<file path="config.mk">
export PLATFORM = sky130hd
export DESIGN_NAME = addr_gen_unit
export DESIGN_NICKNAME = d
export VERILOG_FILES = /design/src/rtl/agu_pkg.sv /design/src/rtl/agu_operand_sel.sv /design/src/rtl/agu_align_chk.sv /design/src/rtl/addr_gen_unit.sv
export SDC_FILE = /design/constraint.sdc
export NUM_CORES = 1
export LEC_CHECK = 0
export ABC_CLOCK_PERIOD_IN_PS = 830
export BUFFER_PORTS_ARGS = -buffer_cell sky130_fd_sc_hd__buf_4
export CORE_MARGIN = 3
export CORE_UTILIZATION = 35
export CTS_CLUSTER_DIAMETER = 150
export CTS_CLUSTER_SIZE = 8
export DETAILED_ROUTE_END_ITERATION = 7
export SLEW_MARGIN = 10
export SYNTH_ARGS = -nofsm -noshare
export SYNTH_HDL_FRONTEND = slang
export SYNTH_SLANG_ARGS = --single-unit
</file>
<file path="constraint.sdc">
create_clock -name clk -period 0.83 [get_ports clk]
set_input_delay 0.0415 -clock clk [delete_from_list [all_inputs] [get_ports clk]]
set_output_delay 0.0415 -clock clk [all_outputs]
set_load 0.1 [all_outputs]
</file>
<file path="src/rtl/agu_pkg.sv">
package agu_pkg;

    localparam int ADDR_W  = 64;
    localparam int DISP_W  = 32;
    localparam int SCALE_W = 2;
    localparam int SIZE_W  = 2;

    typedef enum logic [1:0] {
        ST_IDLE  = 2'd0,
        ST_MEM   = 2'd1,
        ST_VALUE = 2'd2
    } rsp_state_e;

endpackage

</file>
<file path="src/rtl/agu_operand_sel.sv">
module agu_operand_sel #(
    parameter int ADDR_W  = 64,
    parameter int DISP_W  = 32,
    parameter int SCALE_W = 2
) (
    input  logic [ADDR_W-1:0]  base_in,
    input  logic               base_absent,
    input  logic [ADDR_W-1:0]  index_in,
    input  logic               index_absent,
    input  logic [SCALE_W-1:0] scale_code,
    input  logic [DISP_W-1:0]  disp_in,
    output logic [ADDR_W-1:0]  base_term,
    output logic [ADDR_W-1:0]  index_term,
    output logic [ADDR_W-1:0]  disp_term
);
    localparam int N_SCALE = 1 << SCALE_W;
    localparam int EXT_W   = ADDR_W - DISP_W;

    logic [ADDR_W-1:0] index_masked;
    logic [ADDR_W-1:0] shifted [N_SCALE];

    assign index_masked = index_absent ? '0 : index_in;

    // One pre-shifted copy of the index per scale code.
    for (genvar g = 0; g < N_SCALE; g++) begin : g_scale
        assign shifted[g] = index_masked << g;
    end

    assign base_term  = base_absent ? '0 : base_in;
    assign index_term = shifted[scale_code];
    assign disp_term  = {{EXT_W{disp_in[DISP_W-1]}}, disp_in};

    // an absent index must contribute nothing at any scale.
    always_comb begin
        if (index_absent) begin
            p_index_zero_r4: assert (index_term == '0)
                else $error("absent index produced a nonzero term");
        end
    end

endmodule

</file>
<file path="src/rtl/agu_align_chk.sv">
module agu_align_chk #(
    parameter int ADDR_W = 64,
    parameter int SIZE_W = 2
) (
    input  logic [ADDR_W-1:0] addr,
    input  logic [SIZE_W-1:0] size_code,
    output logic              unaligned
);
    localparam int LOW_W = (1 << SIZE_W) - 1;

    logic [LOW_W-1:0] low_mask;

    always_comb begin
        for (int i = 0; i < LOW_W; i++) begin
            low_mask[i] = (i < int'(size_code));
        end
        unaligned = |(addr[LOW_W-1:0] & low_mask);
    end

endmodule

</file>
<file path="src/rtl/addr_gen_unit.sv">
module addr_gen_unit
    import agu_pkg::*;
#(
    parameter int P_ADDR_W  = ADDR_W,
    parameter int P_DISP_W  = DISP_W,
    parameter int P_SCALE_W = SCALE_W,
    parameter int P_SIZE_W  = SIZE_W
) (
    input  logic                 clk,
    input  logic                 rst_n,
    input  logic                 req_valid,
    input  logic [P_ADDR_W-1:0]  base_in,
    input  logic                 base_absent,
    input  logic [P_ADDR_W-1:0]  index_in,
    input  logic                 index_absent,
    input  logic [P_SCALE_W-1:0] scale_code,
    input  logic [P_DISP_W-1:0]  disp_in,
    input  logic [P_SIZE_W-1:0]  size_code,
    input  logic                 value_mode,
    output logic                 rsp_valid,
    output logic                 mem_req,
    output logic                 value_rdy,
    output logic [P_ADDR_W-1:0]  ea_out,
    output logic                 misaligned
);
    logic [P_ADDR_W-1:0] base_term, index_term, disp_term;
    logic [P_ADDR_W-1:0] ea_sum;
    logic                unaligned_c;
    rsp_state_e          state_q, state_d;
    logic                mis_q;

    agu_operand_sel #(
        .ADDR_W  (P_ADDR_W),
        .DISP_W  (P_DISP_W),
        .SCALE_W (P_SCALE_W)
    ) u_opsel (
        .base_in      (base_in),
        .base_absent  (base_absent),
        .index_in     (index_in),
        .index_absent (index_absent),
        .scale_code   (scale_code),
        .disp_in      (disp_in),
        .base_term    (base_term),
        .index_term   (index_term),
        .disp_term    (disp_term)
    );

    // Three-way sum; wraps modulo 2^P_ADDR_W.
    assign ea_sum = disp_term + base_term + index_term;

    agu_align_chk #(
        .ADDR_W (P_ADDR_W),
        .SIZE_W (P_SIZE_W)
    ) u_align (
        .addr      (ea_sum),
        .size_code (size_code),
        .unaligned (unaligned_c)
    );

    // Next-state selection.
    always_comb begin
        unique case ({req_valid, value_mode})
            2'b10:   state_d = ST_MEM;
            2'b11:   state_d = ST_VALUE;
            default: state_d = ST_IDLE;
        endcase
    end

    // State and result registers.
    always_ff @(posedge clk or negedge rst_n) begin
        if (!rst_n) begin
            state_q <= ST_IDLE;
            ea_out  <= '0;
            mis_q   <= 1'b0;
        end else begin
            state_q <= state_d;
            if (req_valid) begin
                ea_out <= ea_sum;
                mis_q  <= unaligned_c && !value_mode;
            end
        end
    end

    // Output decode from state.
    always_comb begin
        rsp_valid  = 1'b0;
        mem_req    = 1'b0;
        value_rdy  = 1'b0;
        misaligned = 1'b0;
        unique case (state_q)
            ST_MEM: begin
                rsp_valid  = 1'b1;
                mem_req    = 1'b1;
                misaligned = mis_q;
            end
            ST_VALUE: begin
                rsp_valid = 1'b1;
                value_rdy = 1'b1;
            end
            default: ;
        endcase
    end

    // a response is one kind only.
    p_one_kind_r7: assert property (@(posedge clk) disable iff (!rst_n)
        $onehot0({mem_req, value_rdy}));

    // every accepted request answers one edge later.
    p_latency_r6: assert property (@(posedge clk) disable iff (!rst_n)
        req_valid |=> rsp_valid);

    // an idle cycle gives no response one edge later.
    p_idle_r6: assert property (@(posedge clk) disable iff (!rst_n)
        !req_valid |=> !rsp_valid);

    // value-mode requests never issue memory traffic.
    p_value_mode_r7: assert property (@(posedge clk) disable iff (!rst_n)
        (req_valid && value_mode) |=> (value_rdy && !mem_req));

    // value results never flag misalignment.
    p_no_flag_r8: assert property (@(posedge clk) disable iff (!rst_n)
        value_rdy |-> !misaligned);

endmodule

</file>
# Word level (Yosys, flattened, before mapping)
# Cells that the tools add are included.
totals:
  rom_bits: 0
  mem_bits_rw: 0
  latch_bits: 0
  elab_cells: 29
  reg_bits: 67
  memories: 0
classes:
  div: 0
  n_mux: 10
  eq_ne: 4
  addsub: 2
  n_mul: 0
  bitwise_logic: 2
  shifts: 0
  reduce_logical: 4
  n_lt_le_gt_ge: 4
ops:
  columns: ["op", "n"]
  rows:
  - ["$mux W64", 4]
  - ["$add A64 B64 Y64", 2]
  - ["$bmux W64 S2", 1]
  - ["$eq A2 B2 Y1 const B", 3]
  - ["$lt A1 B2 Y1 const A", 2]
  - ["$mux W1", 4]
  - ["$pmux W2 S2", 1]
  - ["$and A3 B3 Y3", 1]
  - ["$ge A3 B3 Y1 const B", 1]
  - ["$not A2 Y3", 1]
  - ["$reduce_or A3 Y1", 1]
  - ["$eq A2 B1 Y1 const B", 1]
  - ["$lt A2 B2 Y1 const A", 1]
  - ["$reduce_or A2 Y1", 1]
  - ["$logic_and A1 B1 Y1", 1]
  - ["$logic_not A1 Y1", 1]

# Depth between registers and ports, before layout
# Gate-level depths: netlist of run 1.
logic_depth:
  ltp_word: 8
  ltp_mapped: 18
  mapped_depth_nobuf: 15

# By module
# A second synthesis of run 1 with hierarchy kept.
hier_totals:
  cells_unflattened: 1093
  hier_area_um2: 9890.7
modules_own_cells:
  columns: ["mod", "area_each_um2", "n_inst", "cells_each"]
  rows:
  - ["addr_gen_unit", 7664.9, 1, 800]
  - ["agu_operand_sel", 2207.1, 1, 289]
  - ["agu_align_chk", 18.8, 1, 4]

# Worst setup path after synthesis of run 1
# No wires, ideal clock.
synth_path:
  kind: "input -> register"
  from: "in scale_code[0]"
  to: "reg ea_out[43]"
  arrival_time_ns: 4.399
  path_stages: 18
  path_slack_ns: -3.694
  n_path_buf: 3
  setup_time_ns: 0.125
  cell_sequence: "buf_2 -> buf_1 -> clkbuf_1 -> mux2i_1 -> or3_1 -> fa_1 -> inv_1 -> ha_1 -> fa_1 -> a21o_2 -> a31oi_1 -> o21a_2 -> a311o_2 -> a211oi_2 -> o21ai_0 -> or3b_1 -> xor2_1 -> mux2_2"
synth_between:
  elab_chain_len: 5
synth_rtl:
  columns: ["element", "line_no", "source"]
  rows:
  - ["start: declaration", "addr_gen_unit.sv:16", "input logic [P_SCALE_W-1:0] scale_code,"]
  - ["$not A2 Y3 (implied by the code)", "agu_operand_sel.sv:30", "assign index_term = shifted[scale_code];"]
  - ["$bmux W64 S2", "agu_operand_sel.sv:30", null]
  - ["$mux W64 (implied by the code) (2 in series)", "agu_operand_sel.sv:30", null]
  - ["$add A64 B64 Y64", "addr_gen_unit.sv:49", "assign ea_sum = disp_term + base_term + index_term;"]
  - ["end signal: assignment", "addr_gen_unit.sv:78", "ea_out <= ea_sum;"]
  - ["end: declaration", "addr_gen_unit.sv:23", "output logic [P_ADDR_W-1:0] ea_out,"]
# No other way between the ends. The select of a mux whose other input is x is not followed.
# A chain may end at the register's enable or synchronous reset.

# Worst setup path in the final report of run 1
layout_path:
  from: "in scale_code[0]"
  to: "reg ea_out[59]"
# Same word-level chain as after synthesis.

==> metrics.csv, run 1 <==
stage,metric,value,unit
outcome,status,"complete, but fails checks",
outcome,failing checks,setup timing,
routing,Vias,10100,
yosys,Synth area leaders,"dfrtp_1, mux4_2, fa_1",
power_and_ir_drop,Leak,7.52,nW
power_and_ir_drop,Max VDD drop,2960,uV
critical_path,critical path class,in -> reg,
finish,Final Cell Area,17300,sq um
routing,post-route ant nets,0,
finish,fin util,61.9,%
clock_tree,H-Tree Depth,3,
place,pre-CTS setup slack,-3.24,ns
critical_path,WP data required,1.06,ns
critical_path,Worst setup SP type,input pin,
place,IO buf count,237,
timing,total negative slack,-162.60,ns
global_route,first-pass GRT wire length,55100,um
clock_tree,CTS tree,built,
timing,Final Max Tran Viols,0,
yosys,Unique masters post-synth,72,
yosys,warnings from Yosys,0,
yosys,#FFs+latches synth,67,
place,post-place instance area,14200,sq um
critical_path,R2R setup slack,-0.16,ns
clock_tree,clock-pin slew on the worst setup and hold paths,0.06,ns
finish,share of layout cells above drive strength 1,61.2,%
global_route,Global Route Usage Sum,22.5,%
timing,# setup viols final,133,
place,Detailed Place HPWL,27000,um
routing,via/cell ratio,5.27,
critical_path,Reg-to-Reg End,ea_out[53],
place,gp weighted congestion,0.879,
worst_hold_path,endpoint of the worst hold path,mis_q,
worst_hold_path,Worst Hold Launch,size_code[1],
floorplan,area of the core,27900,sq um
yosys,Post-synth EDFFs,0,
floorplan,Die Ht,175,um
job,MaxCap Viol Count,0,
floorplan,Initial Util,35.7,%
routing,Initial DRC Count,517,
clock_tree,CTS buffer count,9,
timing,Clock Skew,0,ns
timing,normalized max-slew margin,63.0,%
finish,diode count,0,
finish,Area Growth Syn to Fin,73.5,%
routing,Avg WL per Cell,18.8,um
worst_hold_path,Hold Crit Depth,4,
global_route,initial antenna violation count,0,
finish,layout net count,1824,
critical_path,CP max FO,7,
routing,Post-route DRC,0,
yosys,Synth Instances,1036,
global_route,pin count of the biggest net entering global routing,38,
clock_tree,clk sinks,67,
timing,Slew @ Worst Pin,0.551,ns
critical_path,reg2reg path depth,2,
timing,Tcrit/Tclk final,425,%
critical_path,Worst EP arrival,3.76,ns
clock_tree,Longest Clk Path Bufs,2,
yosys,"count leader, synth",nor2b_1,
floorplan,Die Width,175,um
routing,1st-pass router iterations,5,
floorplan,Die Area,30500,sq um
yosys,syn_nets,1334,
timing,final critical-path required period,3.53,ns
clock_tree,clock root cell,clkbuf_16,
yosys,post-synth top area cell,dfrtp_1,
timing,achievable clock frequency,283,MHz
power_and_ir_drop,Tot Pwr,0.0466,W
timing,final hold vios,0,
power_and_ir_drop,pwr/cell area,2700,nW/um^2
timing,PnR worst setup slack,-2.70,ns
clock_tree,Worst-Skew Late Latency,0.34,ns
global_route,number of global-route vias before repair,10500,
yosys,average cell area after synthesis,9.60,sq um
yosys,Yosys top cell area share,16.9,%
yosys,"Top FF cell, synth",dfrtp_1,
routing,WL final,35800,um
floorplan,Site Rows,61,
critical_path,Setup crit end kind,flip-flop,
timing,unrepaired setup endpoints after global routing,true,
yosys,ys async rst share,100,%
yosys,sequential area share after synthesis,16.9,%
yosys,Synth Cell Area,9940,sq um
worst_hold_path,Hold Crit Class,in -> reg,
global_route,gr ovfl total,0,
yosys,most frequent cells after synthesis,"nor2b_1, a21oi_1, dfrtp_1",
critical_path,r2r startpoint,ea_out[53],
floorplan,I/O pins,238,
layout make-up:
type,instances,area [sq um]
clock buffer,10,229
sequential,67,1760
clock inverter,6,114
timing repair buffer,546,5310
inverter,24,93.8
multi-input combinational,878,9280
tap,378,473
fill,2174,10600
per-layer routing:
| metal | share of wire [%] | up-vias | track usage, % |
|---|---|---|---|
| li1 | - | 4776 | - |
| met1 | 42 | 5019 | 28.7 |
| met2 | 52 | 228 | 40.1 |
| met3 | 3.7 | 40 | 3.45 |
| met4 | 1.9 | 0 | 5.22 |
| met5 | 0 | - | 0 |
registers in the layout (all words and copies together), names as in the netlist:
register  count
mis_q         1
ea_out       64
state_q       2
worst max-delay path by stage:
stage	from	end	depth (start not counted)
after detailed placement	scale_code[0]	ea_out[62]	17
after global routing	scale_code[0]	ea_out[59]	15
final	scale_code[0]	ea_out[59]	15
after global placement	scale_code[0]	ea_out[62]	17
after CTS	scale_code[0]	ea_out[58]	17
after floorplan	scale_code[0]	ea_out[43]	18
cells in the final DEF (no fill, tap or decap), types with 22 or more instances in the layout:
cell	n
a21o_1	30
ha_4	30
fa_1	59
buf_12	77
mux4_2	60
dfrtp_2	63
ha_1	34
buf_4	426
nor2_1	39
mux2_4	24
nand4_1	22
buf_6	35
mux2_2	22
nand2_1	47
a21oi_1	53
a21oi_2	25
nor2b_1	119
cell families (layout without fill, tap and decap cells):
| family | after synthesis | count (layout) | share of synthesized area, % |
|---|---|---|---|
| AO/OA/AOI/OAI | 252 | 252 | 16.1 |
| adder cells (fa/ha/maj) | 128 | 128 | 20.9 |
| multiplexers | 109 | 109 | 19.1 |
| buffers and inverters | 91 | 586 | 4.24 |
| AND/OR/NAND/NOR | 336 | 336 | 18.1 |
| XOR/XNOR | 53 | 53 | 4.67 |
| flip-flops | 67 | 67 | 16.9 |
power breakdown:
part	internal (W)	leakage [nW]	total (W)	switching, W
Combinational	0.0155	6.64	0.0353	0.0198
Sequential	0.00497	0.723	0.00672	0.00174
Clock	0.00295	0.159	0.00465	0.00170
Total	0.0234	7.52	0.0466	0.0233
worst max-delay path, stage by stage:
cell      delay [ns]
buf_16          0.13
buf_12          0.15
buf_4           0.12
mux4_2          0.48
nor2b_1         0.16
fa_1            0.48
ha_4            0.32
o211ai_1        0.11
o21a_2          0.24
a311o_2         0.44
a211oi_4        0.32
o21ai_4         0.13
o31ai_2         0.28
xor2_1          0.09
mux2_2          0.26
per-stage QoR:
stage / hold slack (ns) / cells
CTS: 0.0540 / 1887
global route: 0.106 / 1909
detailed placement: -0.0702 / 1841
finish: 0.0707 / 1909
global placement: -0.0690 / 1841
floorplan: -0.254 / 1036
timing repair:
action | 4_1_cts | 5_1_grt
setup endpoints to repair | 133 | 133
pin swaps | 69 | 76
hold buffers | 2 | 0
resized for setup | 367 | 123
cloned | 3 | 0
setup buffers | 28 | 24
endpoints found under the hold margin | 69 | 0
(Power assumes the default switching activity.)
==> run 2, diff against run 1 <==
- CORE_ASPECT_RATIO: not set -> 1.1
==> run 2 against run 1 <==
  * The flow still finishes with violations (setup timing)
  * Largest power group unchanged
  * Clock power shrank 20%
  * Sequential share of layout area is essentially flat
  * Critical path type unchanged
  * Non-clock buffer count grew 19
  * Largest cell class unchanged
  * Combinational power about the same
  * Final area is 0.15% lower
  * First-iteration DRC count increased by 3.3%
==> metrics.csv, run 2 (synthesized netlist as in run 1, its figures left out) <==
stage,metric,value,unit,change
routing,post-route ant nets,0,,unchanged
critical_path,Worst EP arrival,3.69,ns,-0.07 ns
timing,Final Max Tran Viols,0,,unchanged
worst_hold_path,endpoint of the worst hold path,ea_out[63],,
finish,"most common cell after layout, fill and taps aside",buf_4,,
routing,Post-route DRC,0,,unchanged
routing,1st-pass router iterations,5,,unchanged
finish,fin util,61.8,%,-0.11 points
power_and_ir_drop,proportion of power drawn by the clock network,8.2,%,-1.8 points
finish,diode count,0,,unchanged
outcome,failing checks,setup timing,,
power_and_ir_drop,Leak,7.48,nW,-0.55%
worst_hold_path,Hold Crit Class,in -> reg,,
routing,WL final,35800,um,-0.11%
finish,Largest register FFs,64,,unchanged
timing,normalized max-slew margin,68.3,%,+5.3 points
floorplan,Site Rows,64,,+4.9%
timing,# setup viols final,133,,unchanged
critical_path,R2R setup slack,-0.24,ns,-0.08 ns
timing,final critical-path required period,3.45,ns,-0.0772 ns
finish,Final Cell Area,17200,sq um,-0.15%
routing,Vias,10100,,+0.25%
critical_path,Worst setup SP type,input pin,,
floorplan,Die Area,30500,sq um,about the same
critical_path,reg2reg path depth,2,,unchanged
floorplan,Die Ht,183,um,+4.7%
finish,share of layout cells above drive strength 1,61.0,%,-0.23 points
finish,Area Growth Syn to Fin,73.2,%,
routing,Avg WL per Cell,18.7,um,-0.32%
routing,Initial DRC Count,534,,+3.3%
clock_tree,clock root cell,clkbuf_16,,
clock_tree,CTS buffer count,9,,unchanged
global_route,Global Route Usage Sum,22.8,%,+0.37 points
timing,final hold vios,0,,unchanged
global_route,pin count of the biggest net entering global routing,39,,+2.6%
clock_tree,Longest Clk Path Bufs,2,,unchanged
place,IO buf count,237,,unchanged
critical_path,WP data required,1.06,ns,about the same
power_and_ir_drop,cell-internal power,0.0226,W,-3.3%
clock_tree,H-Tree Depth,3,,unchanged
power_and_ir_drop,sw frac,50.4,%,+0.54 points
power_and_ir_drop,Max VDD drop,2980,uV,+0.64%
job,MaxCap Viol Count,0,,unchanged
timing,PnR worst setup slack,-2.62,ns,+0.0772 ns
clock_tree,CTS tree,built,,
critical_path,Reg-to-Reg End,ea_out[53],,
floorplan,Die Width,167,um,-4.5%
floorplan,I/O pins,238,,unchanged
routing,via/cell ratio,5.27,,about the same
clock_tree,Worst-Skew Late Latency,0.34,ns,about the same
outcome,status,"complete, but fails checks",,
global_route,number of global-route vias before repair,10700,,+1.6%
power_and_ir_drop,pwr/cell area,2650,nW/um^2,-2.1%
critical_path,CP max FO,8,,+1
power_and_ir_drop,combinational share of power,77.0,%,+1.4 points
finish,layout net count,1843,,+1.0%
finish,fillers,2229,,+2.5%
timing,Clock Skew,0,ns,unchanged
floorplan,Initial Util,35.7,%,about the same
timing,unrepaired setup endpoints after global routing,true,,
clock_tree,clock-pin slew on the worst setup and hold paths,0.06,ns,about the same
global_route,gr ovfl total,0,,unchanged
power_and_ir_drop,Seq pwr share,14.8,%,+0.4 points
critical_path,critical path class,in -> reg,,
finish,most frequent cells in the layout,"buf_4, nor2b_1, buf_12, dfrtp_2, fa_1",,
finish,biggest regs,"ea_out x64, state_q x2, mis_q x1",,
worst_hold_path,Hold Crit Depth,3,,-1
timing,Slew @ Worst Pin,0.471,ns,-0.0808 ns
timing,worst hold margin,0.0533,ns,-0.0173 ns
timing,Tcrit/Tclk final,416,%,-9.3 points
place,post-place instance area,14400,sq um,+1.3%
floorplan,area of the core,27900,sq um,about the same
global_route,first-pass GRT wire length,56400,um,+2.4%
critical_path,r2r startpoint,ea_out[53],,
finish,Largest Register,ea_out,,
place,Detailed Place HPWL,28500,um,+5.5%
power_and_ir_drop,Sw Pwr,0.0230,W,-1.2%
place,gp weighted congestion,0.887,,+0.91%
clock_tree,clk sinks,67,,unchanged
timing,achievable clock frequency,290,MHz,+2.2%
global_route,initial antenna violation count,1,,+1
critical_path,Setup crit end kind,flip-flop,,
worst_hold_path,Worst Hold Launch,req_valid,,
[run 2: cell count changes in the layout (fill, tap and decap cells not counted), moves of 5 or more]
| cell | delta |
|---|---|
| buf_12 | +7 |
| buf_6 | -10 |
| buf_4 | +26 |
| nor2_4 | +5 |
| xor2_1 | +6 |
| mux2_4 | -13 |
| xor2_2 | -6 |
| mux2_2 | +13 |
| xnor2_1 | +5 |
[run 2: cell type report]
cell class	count	area, sq um	share of cell area (%)
clock inverter	3	23.8	0.138
clock buffer	13	250	1.45
inverter	24	93.8	0.545
timing repair buffer	565	5420	31.5
tap	363	454	2.64
sequential	67	1760	10.2
multi-input combinational	878	9230	53.6
[run 2: per-layer routing]
metal	vias up	track usage, %	share of wire (%)
met4	2	6.57	2.6
met5	-	0	0.036
met3	50	3.30	3.7
met1	4978	29.3	42
met2	254	40.4	51
li1	4804	-	-
[run 2: power by group through the flow]
stage | Combinational (W) | Sequential, W | Clock (W)
2_1_floorplan | 0.00873 | 0.0161 | 0
3_3_place_gp | 0.0278 | 0.00599 | 0
3_5_place_dp | 0.0280 | 0.00602 | 0
4_1_cts | 0.0332 | 0.00664 | 0.00384
5_1_grt | 0.0368 | 0.00689 | 0.00399
6_report | 0.0351 | 0.00674 | 0.00373
[run 2: worst max path at each step]
stage                  startpoint    endpoint  slack, ns  depth (start not counted)
floorplan           scale_code[0]  ea_out[43]      -2.92                         18
global placement    scale_code[0]  ea_out[57]      -3.26                         16
detailed placement  scale_code[0]  ea_out[57]      -3.24                         16
CTS                 scale_code[0]  ea_out[59]      -2.59                         15
global route        scale_code[0]  ea_out[58]      -2.73                         16
finish              scale_code[0]  ea_out[43]      -2.62                         17
[run 2: worst max-delay path, cell delays in order]
cell,delay [ns]
buf_12,0.13
buf_12,0.14
mux2i_2,0.16
or3_4,0.37
fa_1,0.50
inv_2,0.05
ha_4,0.15
fa_2,0.35
a21o_4,0.23
a31oi_4,0.12
o21a_2,0.20
a311o_2,0.23
a211oi_4,0.09
o21ai_1,0.14
or3b_4,0.38
xor2_1,0.14
mux2_2,0.26
[run 2: through the flow]
| step | TNS, ns | std cells | total power (W) | setup WS (ns) |
|---|---|---|---|---|
| after floorplan | -156.26 | 1036 | 0.0249 | -2.92 |
| after global placement | -175.34 | 1847 | 0.0338 | -3.26 |
| after detailed placement | -177.79 | 1847 | 0.0340 | -3.24 |
| after CTS | -155.28 | 1890 | 0.0437 | -2.59 |
| after global routing | -164.38 | 1913 | 0.0476 | -2.73 |
| final | -156.47 | 1913 | 0.0456 | -2.62 |
[run 2: repair_timing]
action	4_1_cts	5_1_grt
endpoints found under the setup margin	133	133
hold buffers	2	0
cloned	1	0
pin swaps	67	59
buffers inserted	25	27
endpoints found under the hold margin	69	0
resized for setup	347	126
